<file path="src/rtl/sc_core_pkg.sv">
package sc_core_pkg;

  // primary opcodes, bits [31:26]
  localparam logic [5:0] OPC_RTYPE = 6'h00;
  localparam logic [5:0] OPC_BEQ   = 6'h04;
  localparam logic [5:0] OPC_ORI   = 6'h0D;
  localparam logic [5:0] OPC_LW    = 6'h23;
  localparam logic [5:0] OPC_SW    = 6'h2B;

  // function codes for register-register operations, bits [5:0]
  localparam logic [5:0] FN_ADD = 6'h20;
  localparam logic [5:0] FN_SUB = 6'h22;
  localparam logic [5:0] FN_AND = 6'h24;
  localparam logic [5:0] FN_OR  = 6'h25;

  typedef enum logic [1:0] {
    ALU_ADD = 2'd0,
    ALU_SUB = 2'd1,
    ALU_AND = 2'd2,
    ALU_OR  = 2'd3
  } alu_op_e;

  typedef struct packed {
    logic    reg_we;       // write back to register file
    logic    dst_is_rd;    // destination field: rd (1) or rt (0)
    logic    b_is_imm;     // ALU second operand from immediate
    logic    imm_zext;     // zero-extend (1) or sign-extend (0)
    logic    mem_we;       // store
    logic    wb_from_mem;  // write-back source is load data
    logic    branch;       // branch-if-equal
    alu_op_e alu_op;
  } ctrl_t;

endpackage

</file>
<file path="src/rtl/sc_decoder.sv">
module sc_decoder
  import sc_core_pkg::*;
(
  input  logic [5:0] opcode,
  input  logic [5:0] funct,
  output ctrl_t      ctrl
);

  always_comb begin
    ctrl = '{reg_we: 1'b0, dst_is_rd: 1'b0, b_is_imm: 1'b0, imm_zext: 1'b0,
             mem_we: 1'b0, wb_from_mem: 1'b0, branch: 1'b0, alu_op: ALU_ADD};
    case (opcode)
      OPC_RTYPE: begin
        ctrl.dst_is_rd = 1'b1;
        case (funct)
          FN_ADD: begin ctrl.reg_we = 1'b1; ctrl.alu_op = ALU_ADD; end
          FN_SUB: begin ctrl.reg_we = 1'b1; ctrl.alu_op = ALU_SUB; end
          FN_AND: begin ctrl.reg_we = 1'b1; ctrl.alu_op = ALU_AND; end
          FN_OR:  begin ctrl.reg_we = 1'b1; ctrl.alu_op = ALU_OR;  end
          default: ctrl.reg_we = 1'b0;
        endcase
      end
      OPC_ORI: begin
        ctrl.reg_we   = 1'b1;
        ctrl.b_is_imm = 1'b1;
        ctrl.imm_zext = 1'b1;
        ctrl.alu_op   = ALU_OR;
      end
      OPC_LW: begin
        ctrl.reg_we      = 1'b1;
        ctrl.b_is_imm    = 1'b1;
        ctrl.wb_from_mem = 1'b1;
        ctrl.alu_op      = ALU_ADD;
      end
      OPC_SW: begin
        ctrl.mem_we   = 1'b1;
        ctrl.b_is_imm = 1'b1;
        ctrl.alu_op   = ALU_ADD;
      end
      OPC_BEQ: begin
        ctrl.branch = 1'b1;
        ctrl.alu_op = ALU_SUB;
      end
      default: ;
    endcase
  end

endmodule

</file>
<file path="src/rtl/sc_alu.sv">
module sc_alu
  import sc_core_pkg::*;
#(
  parameter int DATA_W = 32
) (
  input  alu_op_e           op,
  input  logic [DATA_W-1:0] a,
  input  logic [DATA_W-1:0] b,
  output logic [DATA_W-1:0] y,
  output logic              eq
);

  always_comb begin
    case (op)
      ALU_ADD: y = a + b;
      ALU_SUB: y = a - b;
      ALU_AND: y = a & b;
      ALU_OR:  y = a | b;
      default: y = '0;
    endcase
  end

  // operand equality for the branch decision
  assign eq = (a == b);

endmodule

</file>
<file path="src/rtl/sc_regfile.sv">
module sc_regfile #(
  parameter int DATA_W    = 32,
  parameter int REG_COUNT = 32,
  localparam int AW       = $clog2(REG_COUNT)
) (
  input  logic              clk,
  input  logic              rst_n,
  input  logic [AW-1:0]     raddr_a,
  input  logic [AW-1:0]     raddr_b,
  output logic [DATA_W-1:0] rdata_a,
  output logic [DATA_W-1:0] rdata_b,
  input  logic              we,
  input  logic [AW-1:0]     waddr,
  input  logic [DATA_W-1:0] wdata
);

  logic [REG_COUNT-1:0][DATA_W-1:0] bank;

  for (genvar i = 0; i < REG_COUNT; i++) begin : g_reg
    if (i == 0) begin : g_zero
      assign bank[i] = '0;
    end else begin : g_store
      logic              wen;
      logic [DATA_W-1:0] q;
      assign wen = we && (waddr == AW'(i));
      always_ff @(posedge clk) begin
        if (wen) q <= wdata;
      end
      assign bank[i] = q;
    end
  end

  assign rdata_a = bank[raddr_a];
  assign rdata_b = bank[raddr_b];

  assert_r0_reads_zero_R4: assert property (@(posedge clk) disable iff (!rst_n)
    (raddr_a == '0) |-> (rdata_a == '0));
  assert_r0_reads_zero_b_R4: assert property (@(posedge clk) disable iff (!rst_n)
    (raddr_b == '0) |-> (rdata_b == '0));

endmodule

</file>
<file path="src/rtl/sc_core.sv">
module sc_core
  import sc_core_pkg::*;
#(
  parameter int              DATA_W    = 32,
  parameter int              REG_COUNT = 32,
  parameter logic [DATA_W-1:0] RESET_PC = '0
) (
  input  logic              clk,
  input  logic              rst_n,
  output logic [DATA_W-1:0] imem_addr,
  input  logic [31:0]       imem_rdata,
  output logic [DATA_W-1:0] dmem_addr,
  output logic [DATA_W-1:0] dmem_wdata,
  input  logic [DATA_W-1:0] dmem_rdata,
  output logic              dmem_we
);

  localparam int REG_AW = $clog2(REG_COUNT);
  localparam int IMM_W  = 16;

  // instruction fields
  logic [5:0]        opcode;
  logic [5:0]        funct;
  logic [REG_AW-1:0] rs, rt, rd;
  logic [IMM_W-1:0]  imm;

  assign opcode = imem_rdata[31:26];
  assign rs     = imem_rdata[21 +: REG_AW];
  assign rt     = imem_rdata[16 +: REG_AW];
  assign rd     = imem_rdata[11 +: REG_AW];
  assign imm    = imem_rdata[IMM_W-1:0];
  assign funct  = imem_rdata[5:0];

  ctrl_t ctrl;

  sc_decoder u_dec (
    .opcode (opcode),
    .funct  (funct),
    .ctrl   (ctrl)
  );

  // immediate extension
  logic [DATA_W-1:0] ext_imm;
  assign ext_imm = ctrl.imm_zext ? {{(DATA_W-IMM_W){1'b0}}, imm}
                                 : {{(DATA_W-IMM_W){imm[IMM_W-1]}}, imm};

  // register file
  logic [DATA_W-1:0] rs_val, rt_val, wb_val;
  logic [REG_AW-1:0] dst;
  logic              rf_we;

  assign dst   = ctrl.dst_is_rd ? rd : rt;
  assign rf_we = ctrl.reg_we & rst_n;

  sc_regfile #(
    .DATA_W    (DATA_W),
    .REG_COUNT (REG_COUNT)
  ) u_rf (
    .clk     (clk),
    .rst_n   (rst_n),
    .raddr_a (rs),
    .raddr_b (rt),
    .rdata_a (rs_val),
    .rdata_b (rt_val),
    .we      (rf_we),
    .waddr   (dst),
    .wdata   (wb_val)
  );

  // execute
  logic [DATA_W-1:0] alu_b, alu_y;
  logic              alu_eq;

  assign alu_b = ctrl.b_is_imm ? ext_imm : rt_val;

  sc_alu #(.DATA_W(DATA_W)) u_alu (
    .op (ctrl.alu_op),
    .a  (rs_val),
    .b  (alu_b),
    .y  (alu_y),
    .eq (alu_eq)
  );

  assign wb_val     = ctrl.wb_from_mem ? dmem_rdata : alu_y;
  assign dmem_addr  = alu_y;
  assign dmem_wdata = rt_val;
  assign dmem_we    = ctrl.mem_we & rst_n;

  // program counter: next-state logic
  logic [DATA_W-1:0] pc_q, pc_d, pc_plus4, br_target;
  logic              take_branch;

  assign pc_plus4    = pc_q + DATA_W'(4);
  assign br_target   = pc_plus4 + {ext_imm[DATA_W-3:0], 2'b00};
  assign take_branch = ctrl.branch & alu_eq;

  always_comb begin
    pc_d = pc_plus4;
    if (take_branch) pc_d = br_target;
  end

  // program counter: register
  always_ff @(posedge clk or negedge rst_n) begin
    if (!rst_n) pc_q <= RESET_PC;
    else        pc_q <= pc_d;
  end

  assign imem_addr = pc_q;

  // checks next to the logic they guard
  assert_reset_state_R1: assert property (@(posedge clk)
    !rst_n |-> (imem_addr == RESET_PC && !dmem_we));

  assert_seq_fetch_R7: assert property (@(posedge clk) disable iff (!rst_n)
    !(ctrl.branch && alu_eq) |=> (imem_addr == $past(imem_addr) + DATA_W'(4)));

  assert_branch_target_R8: assert property (@(posedge clk) disable iff (!rst_n)
    (ctrl.branch && alu_eq) |=>
      (imem_addr == $past(imem_addr + DATA_W'(4) + {ext_imm[DATA_W-3:0], 2'b00})));

  assert_store_only_R6: assert property (@(posedge clk) disable iff (!rst_n)
    dmem_we |-> (imem_rdata[31:26] == OPC_SW));

  assert_rf_write_known_R9: assert property (@(posedge clk) disable iff (!rst_n)
    rf_we |-> (imem_rdata[31:26] == OPC_ORI || imem_rdata[31:26] == OPC_LW ||
               (imem_rdata[31:26] == OPC_RTYPE &&
                (imem_rdata[5:0] == FN_ADD || imem_rdata[5:0] == FN_SUB ||
                 imem_rdata[5:0] == FN_AND || imem_rdata[5:0] == FN_OR))));

  assert_ori_zext_R3: assert property (@(posedge clk) disable iff (!rst_n)
    (imem_rdata[31:26] == OPC_ORI) |-> (alu_b[DATA_W-1:IMM_W] == '0));

endmodule

</file>
<file path="config.mk">
export PLATFORM = sky130hd
export DESIGN_NAME = sc_core
export DESIGN_NICKNAME = d
export VERILOG_FILES = /design/src/rtl/sc_core_pkg.sv /design/src/rtl/sc_decoder.sv /design/src/rtl/sc_alu.sv /design/src/rtl/sc_regfile.sv /design/src/rtl/sc_core.sv
export SDC_FILE = /design/constraint.sdc
export NUM_CORES = 2
export LEC_CHECK = 0
export BUFFER_PORTS_ARGS = -buffer_cell sky130_fd_sc_hd__buf_2
export CAP_MARGIN = 20
export CORE_MARGIN = 3
export CORE_UTILIZATION = 40
export DETAILED_ROUTE_END_ITERATION = 10
export GPL_ROUTABILITY_DRIVEN = 0
export PLACE_DENSITY = 0.64
export SLEW_MARGIN = 40
export SYNTH_ARGS = -nofsm -noshare
export SYNTH_HDL_FRONTEND = slang
export SYNTH_SLANG_ARGS = --single-unit
</file>
<file path="constraint.sdc">
create_clock -name clk -period 7.85 [get_ports clk]
set_input_delay 0.3925 -clock clk [delete_from_list [all_inputs] [get_ports clk]]
set_output_delay 0.3925 -clock clk [all_outputs]
set_load 0.05 [all_outputs]
</file>
==> results by group <==
Outcome
  • Status: finished, final reports clean

Detailed routing
  • Final ANT Viol Nets: 0
  • Initial DRC count: 4747
  • Final WL: 170000 um
  • DR pass1 iterations: 6
  • Drt wl/cell: 32.2 um
  • Vias per cell: 6.41
  • Drc violations: 0
  • Via Count: 33900

Run
  • Max-cap violation count: 0

Placed design
  • Place WS: 0.961 ns
  • Dpl hpwl: 104000 um
  • Buffers on Ports: 160
  • Post-place instance area: 58400 um^2
  • Dpl cells: 5096

Final layout
  • Final instance area: 61900 um^2
  • End-of-flow core utilization: 45.6%
  • Post-Layout Cell Count: 5289
  • # fillers: 11600
  • Share of layout cells above drive strength 1: 34.7%
  • Post-layout nets: 3615
  • Synth-to-layout area growth: 13.2%

Synthesis
  • Adder-Cell Fraction of Synth Area: 2.97%
  • Xor/xnor share of the synthesized area: 1.20%
  • Ys flop type: edfxtp_1
  • Simple-Gate Fraction of Synth Area: 3.98%
  • Mapped Cells: 3272
  • Largest family of logic cells by synthesized area: multiplexers
  • Synth Area in Compound Gates: 6.40%
  • Yosys cell types: 95
  • Yosys warnings: 0
  • Post-synth EDFFs: 992
  • Synthesized area: 54700 um^2
  • Post-synthesis sequential area ratio: 55.9%
  • Yosys reg bits: 1022
  • Synthesized area per cell: 16.7 um^2
  • Async SR Flop Fraction: 2.94%
  • Mux cell area share after synthesis: 26.8%

Power and ir drop
  • Worst ir drop on vdd: 202 uV
  • Clock group share of total power: 32.9%
  • Leak: 20.9 nW
  • Logic pwr share: 22.7%
  • Power per cell area: 246 nW/um^2
  • Int Power: 10.6 mW
  • Psw: 4.63 mW
  • Power, Total: 15.3 mW
  • Sw frac: 30.3%
  • Sequential power share: 44.4%

Critical path
  • CP max FO: 60
  • Reg-to-reg setup timing slack: 1.87 ns
  • CP Launch Type: input port
  • CP max stage delay: 0.57 ns
  • Critical Path RT: 7.46 ns
  • Kind of critical path: in -> out
  • Cell family with most CP delay: simple AND/OR/NAND/NOR gates
  • Critical path's slowest cell: mux4_2
  • CP bufs+invs: 4
  • Arrival @ worst endpoint: 6.48 ns
  • Crit path cell chain: buf_8 -> buf_16 -> buf_12 -> mux4_2 -> mux4_2 -> mux2i_1 -> a21o_1 -> ha_1 -> or3_1 -> nor4_1 -> o21ai_0 -> nand4_1 -> nand2_1 -> o21ai_0 -> nor2_1 -> o2bb2ai_1 -> nor2_1 -> buf_2
  • CP Capture Type: primary output

Global route
  • Total grt overflow: 0
  • Initial antenna violation count: 4
  • First-pass GRT wire length: 243000 um
  • Tot GR Track Use: 23.9%
  • Largest net degree at the start of global routing: 91
  • Vias in the first global route: 33500

CTS
  • Root Driver: clkbuf_16
  • Clock sinks: 1022
  • Worst-Skew Late Latency: 0.74 ns
  • Post-CTS Setup Inserts: 0
  • Clock Pin Slew Worst Setup and Hold Paths: 0.07 ns
  • TritonCTS clock tree: yes
  • CTS max path bufs: 3
  • CTS HTree Levels: 3
  • Num CTS Buffers: 101

STA
  • Final hold vios: 0
  • Max transition margin: 39.1%
  • Setup-failing EPs final: 0
  • Hold slack: 0.216 ns
  • Crit path time final: 6.87 ns
  • Final critical-path share of the clock period: 87.5%
  • Setup TNS Final: 0 ns
  • Fmax: 146 MHz
  • Worst setup margin: 0.980 ns
  • Final Max Slew Viols: 0
  • Unrepaired setup endpoints after global routing: no
  • Worst-Margin Slew: 0.888 ns
  • Clock Skews: 0.0754 ns

Floorplan
  • Die height: 376 um
  • Die Wd: 376 um
  • Core Box Area: 136000 um^2
  • Initial core utilization: 40.3%
  • Cell Rows: 135
  • Die area: 141000 um^2
  • IO Count: 163

Hold path
  • Hold Path Class: in -> reg
-- path summary, 6_finish.rpt --
path | start | to | depth (start not counted)
max in group asynchronous | rst_n | imem_addr[5] | 3
setup reg to reg | u_rf.g_reg[18].g_store.q[1] | u_rf.g_reg[30].g_store.q[29] | 16
hold reg to reg | imem_addr[2] | imem_addr[2] | 1
setup / recovery | imem_rdata[16] | dmem_addr[27] | 18
min in group asynchronous | rst_n | imem_addr[20] | 3
hold / removal | imem_rdata[0] | imem_addr[2] | 4
-- cells by family (layout without fill, tap and decap cells) --
family	after synthesis	after routing
buf+inv	356	588
compound gates	498	498
fa+ha+maj	128	128
xor+xnor	75	75
simple gates	465	465
mux	727	727
other cells	1	5
flops	1022	1022
-- cells in the mapped netlist, types with 41 or more instances --
cell type / n / area (um^2)
xnor2_1: 54 / 473
o21ai_0: 60 / 300
inv_1: 129 / 484
edfxtp_1: 992 / 29800
clkbuf_1: 125 / 469
buf_1: 56 / 210
nor2_1: 177 / 664
a21oi_1: 140 / 701
nand3_1: 47 / 235
mux2_2: 131 / 1480
ha_1: 125 / 1560
a21o_1: 41 / 308
nand2_1: 104 / 390
mux4_2: 576 / 13000
a22o_1: 63 / 552
-- final cells by class --
| class | count | area, um^2 | share of cell area (%) |
|---|---|---|---|
| flip-flops and latches | 1022 | 30500 | 49.3 |
| multi-input cells | 1895 | 23000 | 37.2 |
| clock buffers | 119 | 2660 | 4.29 |
| well taps | 1781 | 2230 | 3.60 |
| repair buffers | 271 | 2200 | 3.56 |
| clock inverters | 68 | 769 | 1.24 |
| inverters | 130 | 488 | 0.788 |
| diodes | 3 | 7.51 | 0.0121 |
-- routing by layer --
layer / track usage [%] / wire length [um]
met1: 32.0 / 65100
met2: 38.7 / 81400
met3: 4.69 / 17000
met4: 8.90 / 6740
met5: 0 / 17
-- sequential cells by signal (all words and copies together) (netlist names) --
register	count
u_rf.g.g_store.q	992
imem_addr	30
-- cell usage in the layout (no fill, tap or decap), types with 15 or more instances in the layout --
| cell type | instances |
|---|---|
| o21bai_1 | 15 |
| clkinv_1 | 19 |
| xnor2_1 | 54 |
| clkinv_2 | 19 |
| a22o_1 | 63 |
| nand3_1 | 47 |
| mux2i_1 | 19 |
| mux4_2 | 576 |
| nor2_1 | 140 |
| xor2_1 | 21 |
| buf_12 | 16 |
| edfxtp_1 | 992 |
| buf_2 | 151 |
| mux2_2 | 131 |
| nand2_1 | 98 |
| o22ai_1 | 17 |
| inv_1 | 129 |
| a21o_1 | 41 |
| dfrtp_1 | 30 |
| nor3_1 | 16 |
| buf_4 | 73 |
| ha_1 | 125 |
| clkbuf_16 | 103 |
| o21ai_0 | 60 |
| nor2_4 | 33 |
| a21oi_1 | 139 |
| and2_1 | 24 |
-- worst min-delay path, stage by stage --
cell and delay, ns:
buf_2 0.16, ha_1 0.14, nor2_1 0.04, a21oi_1 0.11
-- what timing repair did --
item,CTS,global route
setup endpoints to repair,0,0
gates resized for setup,0,0
hold endpoints to repair,30,0
hold buffers,1,0
-- power groups by stage --
stage | clock network [mW] | logic [mW] | registers [mW]
global placement | 0 | 3.34 | 6.89
finish | 5.02 | 3.46 | 6.77
detailed placement | 0 | 3.39 | 6.89
global route | 5.33 | 3.66 | 6.77
floorplan | 0 | 2.28 | 6.94
CTS | 5.09 | 3.40 | 6.77
Note: power is estimated with default switching activity, not from simulation.
